--- src/rtl/landing_gear_seq_pkg.sv ---
package landing_gear_seq_pkg;

  localparam int NUM_ACT   = 4;
  localparam int STATE_W   = 3;

  typedef enum logic [STATE_W-1:0] {
    ST_IDLE       = 3'd0,
    ST_OPENING    = 3'd1,
    ST_EXTENDING  = 3'd2,
    ST_RETRACTING = 3'd3,
    ST_CLOSING    = 3'd4
  } seqState_e;

  // raw sensor bundle
  typedef struct packed {
    logic doorOpen;
    logic doorClosed;
    logic gearIn;
    logic gearOut;
  } sensors_t;

  // decoded sensor combinations handed to the control
  typedef struct packed {
    logic doorOpen;
    logic doorClosed;
    logic gearIn;
    logic gearOut;
    logic shutNoGear;    // door shut, gear between stops
    logic shutGearOut;   // door shut, gear out only
    logic shutGearIn;    // door shut, gear in only
    logic openGearOut;   // door open only, gear out only
    logic openGearIn;    // door open only, gear in only
    logic midGearOut;    // door in transit, gear out only
    logic midGearIn;     // door in transit, gear in only
    logic fault;         // contradictory pair
  } senseCond_t;

  // actuator request strobes from control to datapath
  typedef struct packed {
    logic open;
    logic close;
    logic extend;
    logic retract;
  } driveStrobe_t;

endpackage

--- src/rtl/landing_gear_seq_datapath.sv ---
module landing_gear_seq_datapath
  import landing_gear_seq_pkg::*;
(
  input  sensors_t                 sns,
  input  driveStrobe_t             req,
  output senseCond_t               cond,
  output logic [NUM_ACT-1:0]       drive,
  output logic                     fault
);

  logic doorShut, doorOpenOnly, doorMid;
  logic gearOutOnly, gearInOnly, gearNone;
  logic [NUM_ACT-1:0] reqVec;

  always_comb begin
    doorShut     = sns.doorClosed & ~sns.doorOpen;
    doorOpenOnly = sns.doorOpen & ~sns.doorClosed;
    doorMid      = ~sns.doorOpen & ~sns.doorClosed;
    gearOutOnly  = sns.gearOut & ~sns.gearIn;
    gearInOnly   = sns.gearIn & ~sns.gearOut;
    gearNone     = ~sns.gearIn & ~sns.gearOut;
  end

  always_comb begin
    cond.doorOpen    = sns.doorOpen;
    cond.doorClosed  = sns.doorClosed;
    cond.gearIn      = sns.gearIn;
    cond.gearOut     = sns.gearOut;
    cond.shutNoGear  = doorShut & gearNone;
    cond.shutGearOut = doorShut & gearOutOnly;
    cond.shutGearIn  = doorShut & gearInOnly;
    cond.openGearOut = doorOpenOnly & gearOutOnly;
    cond.openGearIn  = doorOpenOnly & gearInOnly;
    cond.midGearOut  = doorMid & gearOutOnly;
    cond.midGearIn   = doorMid & gearInOnly;
    cond.fault       = (sns.doorOpen & sns.doorClosed) | (sns.gearIn & sns.gearOut);
  end

  assign fault  = cond.fault;
  assign reqVec = req;

  // every actuator is gated off while the sensors contradict
  for (genvar g = 0; g < NUM_ACT; g++) begin : g_gate
    assign drive[g] = reqVec[g] & ~cond.fault;
  end

endmodule

--- src/rtl/landing_gear_seq_ctrl.sv ---
module landing_gear_seq_ctrl
  import landing_gear_seq_pkg::*;
(
  input  logic         clk,
  input  logic         rst,
  input  logic         cmdDown,
  input  senseCond_t   cond,
  output seqState_e    state,
  output driveStrobe_t req
);

  seqState_e stateNext;
  logic wantOpen, wantClose;

  always_comb begin
    wantOpen  = (~cmdDown & (cond.midGearOut | cond.shutGearOut)) |
                ( cmdDown & (cond.midGearIn  | cond.shutGearIn));
    wantClose = ( cmdDown & (cond.midGearOut | cond.openGearOut)) |
                (~cmdDown & (cond.midGearIn  | cond.openGearIn));
  end

  always_comb begin
    stateNext = state;
    if (cond.fault) begin
      stateNext = ST_IDLE;
    end else begin
      unique case (state)
        ST_IDLE: begin
          if (wantOpen)       stateNext = ST_OPENING;
          else if (wantClose) stateNext = ST_CLOSING;
        end
        ST_OPENING: begin
          if (cond.doorOpen | cond.shutNoGear)
            stateNext = cmdDown ? ST_EXTENDING : ST_RETRACTING;
        end
        ST_EXTENDING: begin
          if (!cmdDown)            stateNext = ST_RETRACTING;
          else if (cond.gearOut)   stateNext = ST_CLOSING;
          else if (cond.midGearIn) stateNext = ST_OPENING;
        end
        ST_RETRACTING: begin
          if (cmdDown)            stateNext = ST_EXTENDING;
          else if (cond.gearIn)   stateNext = ST_CLOSING;
        end
        ST_CLOSING: begin
          if (cond.doorClosed) stateNext = ST_IDLE;
        end
        default: stateNext = ST_IDLE;
      endcase
    end
  end

  always_ff @(posedge clk) begin
    if (rst) state <= ST_IDLE;
    else     state <= stateNext;
  end

  always_comb begin
    req = '0;
    case (state)
      ST_OPENING:    req.open    = 1'b1;
      ST_EXTENDING:  req.extend  = 1'b1;
      ST_RETRACTING: req.retract = 1'b1;
      ST_CLOSING:    req.close   = 1'b1;
      default:       req = '0;
    endcase
  end

endmodule

--- src/rtl/landing_gear_seq.sv ---
module landing_gear_seq
  import landing_gear_seq_pkg::*;
(
  input  logic       clk,
  input  logic       rst,
  input  logic       gearCmd,
  input  logic       doorOpenSns,
  input  logic       doorClosedSns,
  input  logic       gearInSns,
  input  logic       gearOutSns,
  output logic       driveOpen,
  output logic       driveClose,
  output logic       driveExtend,
  output logic       driveRetract,
  output logic       sensorFault,
  output logic [2:0] seqState
);

  sensors_t           sns;
  senseCond_t         cond;
  driveStrobe_t       req;
  seqState_e          state;
  logic [NUM_ACT-1:0] drive;

  assign sns = '{doorOpen: doorOpenSns, doorClosed: doorClosedSns,
                 gearIn: gearInSns, gearOut: gearOutSns};

  landing_gear_seq_datapath u_dp (
    .sns   (sns),
    .req   (req),
    .cond  (cond),
    .drive (drive),
    .fault (sensorFault)
  );

  landing_gear_seq_ctrl u_ctrl (
    .clk     (clk),
    .rst     (rst),
    .cmdDown (gearCmd),
    .cond    (cond),
    .state   (state),
    .req     (req)
  );

  // drive vector order follows the strobe struct: open, close, extend, retract
  assign {driveOpen, driveClose, driveExtend, driveRetract} = drive;
  assign seqState = state;

endmodule

--- config.mk ---
export PLATFORM = sky130hd
export DESIGN_NAME = landing_gear_seq
export DESIGN_NICKNAME = d
export VERILOG_FILES = /design/src/rtl/landing_gear_seq_pkg.sv /design/src/rtl/landing_gear_seq_datapath.sv /design/src/rtl/landing_gear_seq_ctrl.sv /design/src/rtl/landing_gear_seq.sv
export SDC_FILE = /design/constraint.sdc
export NUM_CORES = 1
export LEC_CHECK = 0
export ABC_CLOCK_PERIOD_IN_PS = 2500
export BUFFER_PORTS_ARGS = -buffer_cell sky130_fd_sc_hd__buf_2
export CAP_MARGIN = 20
export CORE_AREA = 2 2 39 41
export DETAILED_ROUTE_END_ITERATION = 7
export DIE_AREA = 0 0 41 43
export MAX_ROUTING_LAYER = met4
export PLACE_DENSITY = 0.54
export SYNTH_ARGS = -nofsm -noshare
export SYNTH_HDL_FRONTEND = slang
export SYNTH_SLANG_ARGS = --single-unit
export TNS_END_PERCENT = 5
--- constraint.sdc ---
create_clock -name clk -period 2.5 [get_ports clk]
set_clock_uncertainty 0.05 [all_clocks]
set_input_delay 0.25 -clock clk [delete_from_list [all_inputs] [get_ports clk]]
set_output_delay 0.25 -clock clk [all_outputs]
set_load 0.02 [all_outputs]
Yosys cells after proc, flatten, opt, wreduce, memory -nomap -nowiden:

Cells that the tools add are included.
W data, S select, Z words.

* equal/unequal tests: 9
* mux-type cells: 15
* bitwise logic cells: 37
* reductions and logical operators: 3

Operators with widths (count)
* $mux W3: 9
* $and A1 B1 Y1: 23
* $pmux W3 S5: 1
* $or A1 B1 Y1: 8
* $eq A3 B2 Y1 const B: 2
* $not A1 Y1: 6
* $mux W1: 5
* $reduce_and A5 Y1: 1
* $ne A4 B3 Y1 const B: 1
* $eq A3 B1 Y1 const B: 1
* $eq A3 B3 Y1 const B: 1
* $logic_not A3 Y1: 1
* $ne A3 B1 Y1 const B: 1
* $ne A3 B3 Y1 const B: 1
* $ne A2 B1 Y1 const B: 1
* $ne A2 B2 Y1 const B: 1
* $reduce_or A2 Y1: 1

* bits in registers: 3
* bits of input ports: 7
* output and inout bits: 8
* word-level logic and storage cells: 65

Longest topological paths before layout:

* depth in word-level cells: 9
* depth in mapped cells: 6
* depth with buffers taken out: 5

Hierarchy:

Synthesis repeated with hierarchy kept, for this count alone.

* cells, all modules: 68
* area total of the unflattened synthesis: 499.2 um2

Modules (own cells, without submodules)
* landing_gear_seq_ctrl: times used 1, cells an instance 46, area an instance 365.4 um2, sequential area each 60.1 um2
* landing_gear_seq_datapath: times used 1, cells an instance 22, area an instance 133.9 um2, sequential area each 0.0 um2

Least setup slack after synthesis:

OpenSTA, ideal clock, no wires.

* path type: reg-to-reg
* from: register u_ctrl.state[2]
* to: register u_ctrl.state[0]
* setup time: 0.119 ns
* data arrival time: 1.579 ns
* required time: 2.331 ns
* setup slack: 0.752 ns
* cell stages (with the launch flop): 7
* path buffers: 1
* clock period less this slack: 1.748 ns
* cell sequence: dfxtp_1 -> buf_2 -> or4b_4 -> o41ai_2 -> or3_4 -> nor2_1 -> o221a_1

* word-level cells in the longest chain between the ends: 3
* elaborated cells between the ends (all ways): 12
* classes of those cells: eq/ne: 9; mux: 1; reduce/logical: 2

RTL lines
* from (decl): RTL line landing_gear_seq_ctrl.sv:8 `output seqState_e state,`
* from (signal assigned): RTL line landing_gear_seq_ctrl.sv:55 `else state <= stateNext;`
* $eq A3 B2 Y1, or another cell as far along: RTL line landing_gear_seq_ctrl.sv:27 `unique case (state)`
* $ne A4 B3 Y1 (no line), or another cell as far along
* $reduce_and A5 Y1 (no line)

Parallel ways exist; a longest one is shown, timed or not.
A chain may end at the register's enable or synchronous reset.

Final worst setup path:

* from: register u_ctrl.state[0]
* to: register u_ctrl.state[0]

The elaborated chain is that of the path after synthesis.

==> impl_metrics.json <==
{
  "n_fill_cell": 153,
  "outcome": "finished clean",
  "layout-drive-gt1-share_pct": 31.3,
  "h-tree-depth": 1,
  "post_layout_nonfiller_instances": 80,
  "grt_max_degree": 13,
  "p_sw_share_pct": 32.1,
  "hold_buffers": 0,
  "port_buffers": 14,
  "post-cts-setup-buffers": 0,
  "path_clk_slew_ns": 0.04,
  "syn_area_sq_um": 357,
  "start_util_pct": 25.8,
  "hold_class": "primary input to flop",
  "wl_met3_um": 75,
  "drt-wirelength-per-cell_um": 12.3,
  "grt_use_total_pct": 11.9,
  "wl_um": 981,
  "power.density_nw_per_um2": 424,
  "clock_latency_ns": 0.25,
  "pwr-share-clk_pct": 47.2,
  "maxCapViolCount": 0,
  "wl_met2_um": 424,
  "num_vias": 418,
  "crit_family": "compound AO/OA/AOI/OAI gates",
  "ioPinCount": 15,
  "r2r_slack_ns": 0.78,
  "rsz0062_at_grt": "no",
  "cts_sinks": 3,
  "finalHoldViolCount": 0,
  "syn_inst": 49,
  "cts_tree": "yes",
  "ys_seq_elements": 3,
  "grt.overflow.total": 0,
  "max-slew-margin-rel_pct": 72.9,
  "cts_buffers": 3,
  "grt_pass1_vias": 324,
  "dpl.cell_count": 76,
  "fin_crit_sh_pct": 68.9,
  "ctsResizeCount": 0,
  "place_ws_ns": 0.829,
  "die_h_um": 43,
  "dieArea_sq_um": 1760,
  "p_switching_uw": 61.7,
  "r2r-start": "u_ctrl.state[0]$_SDFFE_PP0P_",
  "row_count": 14,
  "yosysWarningCount": 0,
  "grt_pass1_wl_um": 1410,
  "cp_num_buf_inv": 0,
  "die_width_um": 41,
  "peakVddDrop_mv": 0.152,
  "startpoint_type": "flop",
  "syn_to_final_growth_pct": 27.0,
  "cpMaxStageDelayCell": "dfxtp_1",
  "whs_path_depth": 3,
  "utilization_pct": 32.7,
  "max_freq_ghz": 0.580,
  "largest-register": "u_ctrl.state",
  "combPwrFrac_pct": 24.9,
  "synth_area_per_cell_sq_um": 7.28,
  "endpoint_kind": "flop",
  "final_net_count": 72,
  "r2r-end": "u_ctrl.state[0]$_SDFFE_PP0P_",
  "drc": 0,
  "core-area_sq_um": 1380,
  "p_int_uw": 131,
  "first_pass_iters": 4,
  "max_stage_delay_ns": 0.56,
  "wl_met1_um": 460,
  "hold_start": "rst",
  "reg2reg_depth": 5,
  "period_needed_ns": 1.72,
  "cts_root_buf": "clkbuf_4",
  "antenna_found_initial": 0,
  "leakage_uw": 0.000204,
  "crit_chain": "nand2b_1 -> o41ai_2 -> or3_4 -> nor2_1 -> o221a_1",
  "layout_setup_ws_ns": 0.777,
  "final.setup.tns_ns": 0,
  "setup_viol": 0,
  "top_layer": "met4",
  "ys_types": 25,
  "seq_area_frac_synth_pct": 16.8,
  "largest_register_ffs": 3,
  "worst_pin_slew_ns": 0.403,
  "drt-initial-drc-count": 11,
  "clock_path_buffers": 2,
  "ant_nets": 0,
  "cp.required_ns": 2.59,
  "syn-num-nets": 56,
  "whs_endpoint": "u_ctrl.state[0]$_SDFFE_PP0P_",
  "drv_slew": 0,
  "cp_max_fo": 11,
  "globalplace.congestion": 0.798,
  "reg.largest.list": "u_ctrl.state x3",
  "seq_power_share_pct": 27.9,
  "drt-vias-per-instance": 5.23,
  "cp.arrival_ns": 1.81,
  "diodes": 0,
  "crit_type": "flop to flop",
  "dpl.hpwl_um": 688,
  "hold_ws_ns": 0.265
}
tightest hold or removal path: stages:
cell and delay (ns):
buf_2 0.08, nor2_1 0.07, o221a_1 0.12
logic make-up (layout without fill, tap and decap cells):
group,count (synthesis),count (layout),share of synthesized area [%]
simple gates,32,32,54.0
compound gates,9,9,20.0
buf+inv,4,19,6.66
flops,3,3,16.8
xor+xnor,1,1,2.46
final cells by class:
| cell class | count | area (sq um) | area share (%) |
|---|---|---|---|
| Clock buffer | 4 | 26.3 | 5.80 |
| Tap cell | 16 | 20.0 | 4.42 |
| Timing Repair Buffer | 14 | 70.1 | 15.5 |
| Multi-Input combinational cell | 42 | 273 | 60.2 |
| Inverter | 1 | 3.75 | 0.829 |
| Sequential cell | 3 | 60.1 | 13.3 |
cell usage after synthesis:
master	instances	area, sq um
clkbuf_1	1	3.75
nand3_1	2	10.0
buf_2	1	5.00
nand2b_1	2	12.5
nor2_1	8	30.0
o221a_1	1	11.3
xor2_1	1	8.76
inv_1	1	3.75
a21oi_1	2	10.0
or3_4	1	11.3
nor3b_1	2	15.0
nand2_1	3	11.3
buf_6	1	11.3
nand4_1	1	6.26
or4b_4	1	13.8
nor4b_1	4	35.0
and3_1	2	12.5
dfxtp_1	3	60.1
o31a_1	1	8.76
nor3_1	5	25.0
a22o_1	1	8.76
o41ai_2	1	16.3
nor4bb_1	1	10.0
a31oi_1	1	6.26
o21ai_0	2	10.0
per-layer routing:
metal / track usage, % / up-vias
li1: - / 217
met1: 17.0 / 183
met2: 15.0 / 15
met3: 1.57 / 3
met4: 8.00 / 0
met5: - / -
power groups by stage:
stage	sequential [uW]	combinational, uW	clock, uW
5_1_grt	53.8	53.1	93.4
3_3_place_gp	54.3	47.3	0
2_1_floorplan	53.0	31.4	0
6_report	53.6	47.8	90.8
3_5_place_dp	54.1	47.3	0
4_1_cts	53.4	47.7	93.0
layout by cell type, fill, tap and decap left out:
cell      synthesis  final
nand3_1           2      2
o21ai_0           2      2
o221a_1           1      1
a31oi_1           1      1
or4b_4            1      1
a21oi_1           2      2
xor2_1            1      1
buf_2             1     14
inv_1             1      1
nand2_1           3      3
nor4bb_1          1      1
nor3b_1           2      2
o31a_1            1      1
clkbuf_1          1      1
and3_1            2      2
o41ai_2           1      1
dfxtp_1           3      3
nand4_1           1      1
nor2_1            8      8
a22o_1            1      1
nor4b_1           4      4
or3_4             1      1
nand2b_1          2      2
nor3_1            5      5
clkbuf_4          0      3
metrics by stage:
stage	power, uW	cell area (sq um)
after CTS	194	453
after floorplan	84.4	357
after global placement	102	427
after detailed placement	101	427
after global routing	200	453
final	192	453
how the worst max path moves through the flow:
stage | start | end | slack [ns] | cells after the start
floorplan | u_ctrl.state[2]$_SDFFE_PP0P_ | u_ctrl.state[0]$_SDFFE_PP0P_ | 0.75 | 6
finish | u_ctrl.state[0]$_SDFFE_PP0P_ | u_ctrl.state[0]$_SDFFE_PP0P_ | 0.78 | 5
CTS | u_ctrl.state[0]$_SDFFE_PP0P_ | u_ctrl.state[0]$_SDFFE_PP0P_ | 0.82 | 5
global placement | gearOutSns | u_ctrl.state[0]$_SDFFE_PP0P_ | 0.80 | 6
global route | u_ctrl.state[1]$_SDFFE_PP0P_ | u_ctrl.state[0]$_SDFFE_PP0P_ | 0.66 | 5
detailed placement | u_ctrl.state[0]$_SDFFE_PP0P_ | u_ctrl.state[0]$_SDFFE_PP0P_ | 0.83 | 5
Note: power is estimated with default switching activity, not from simulation.
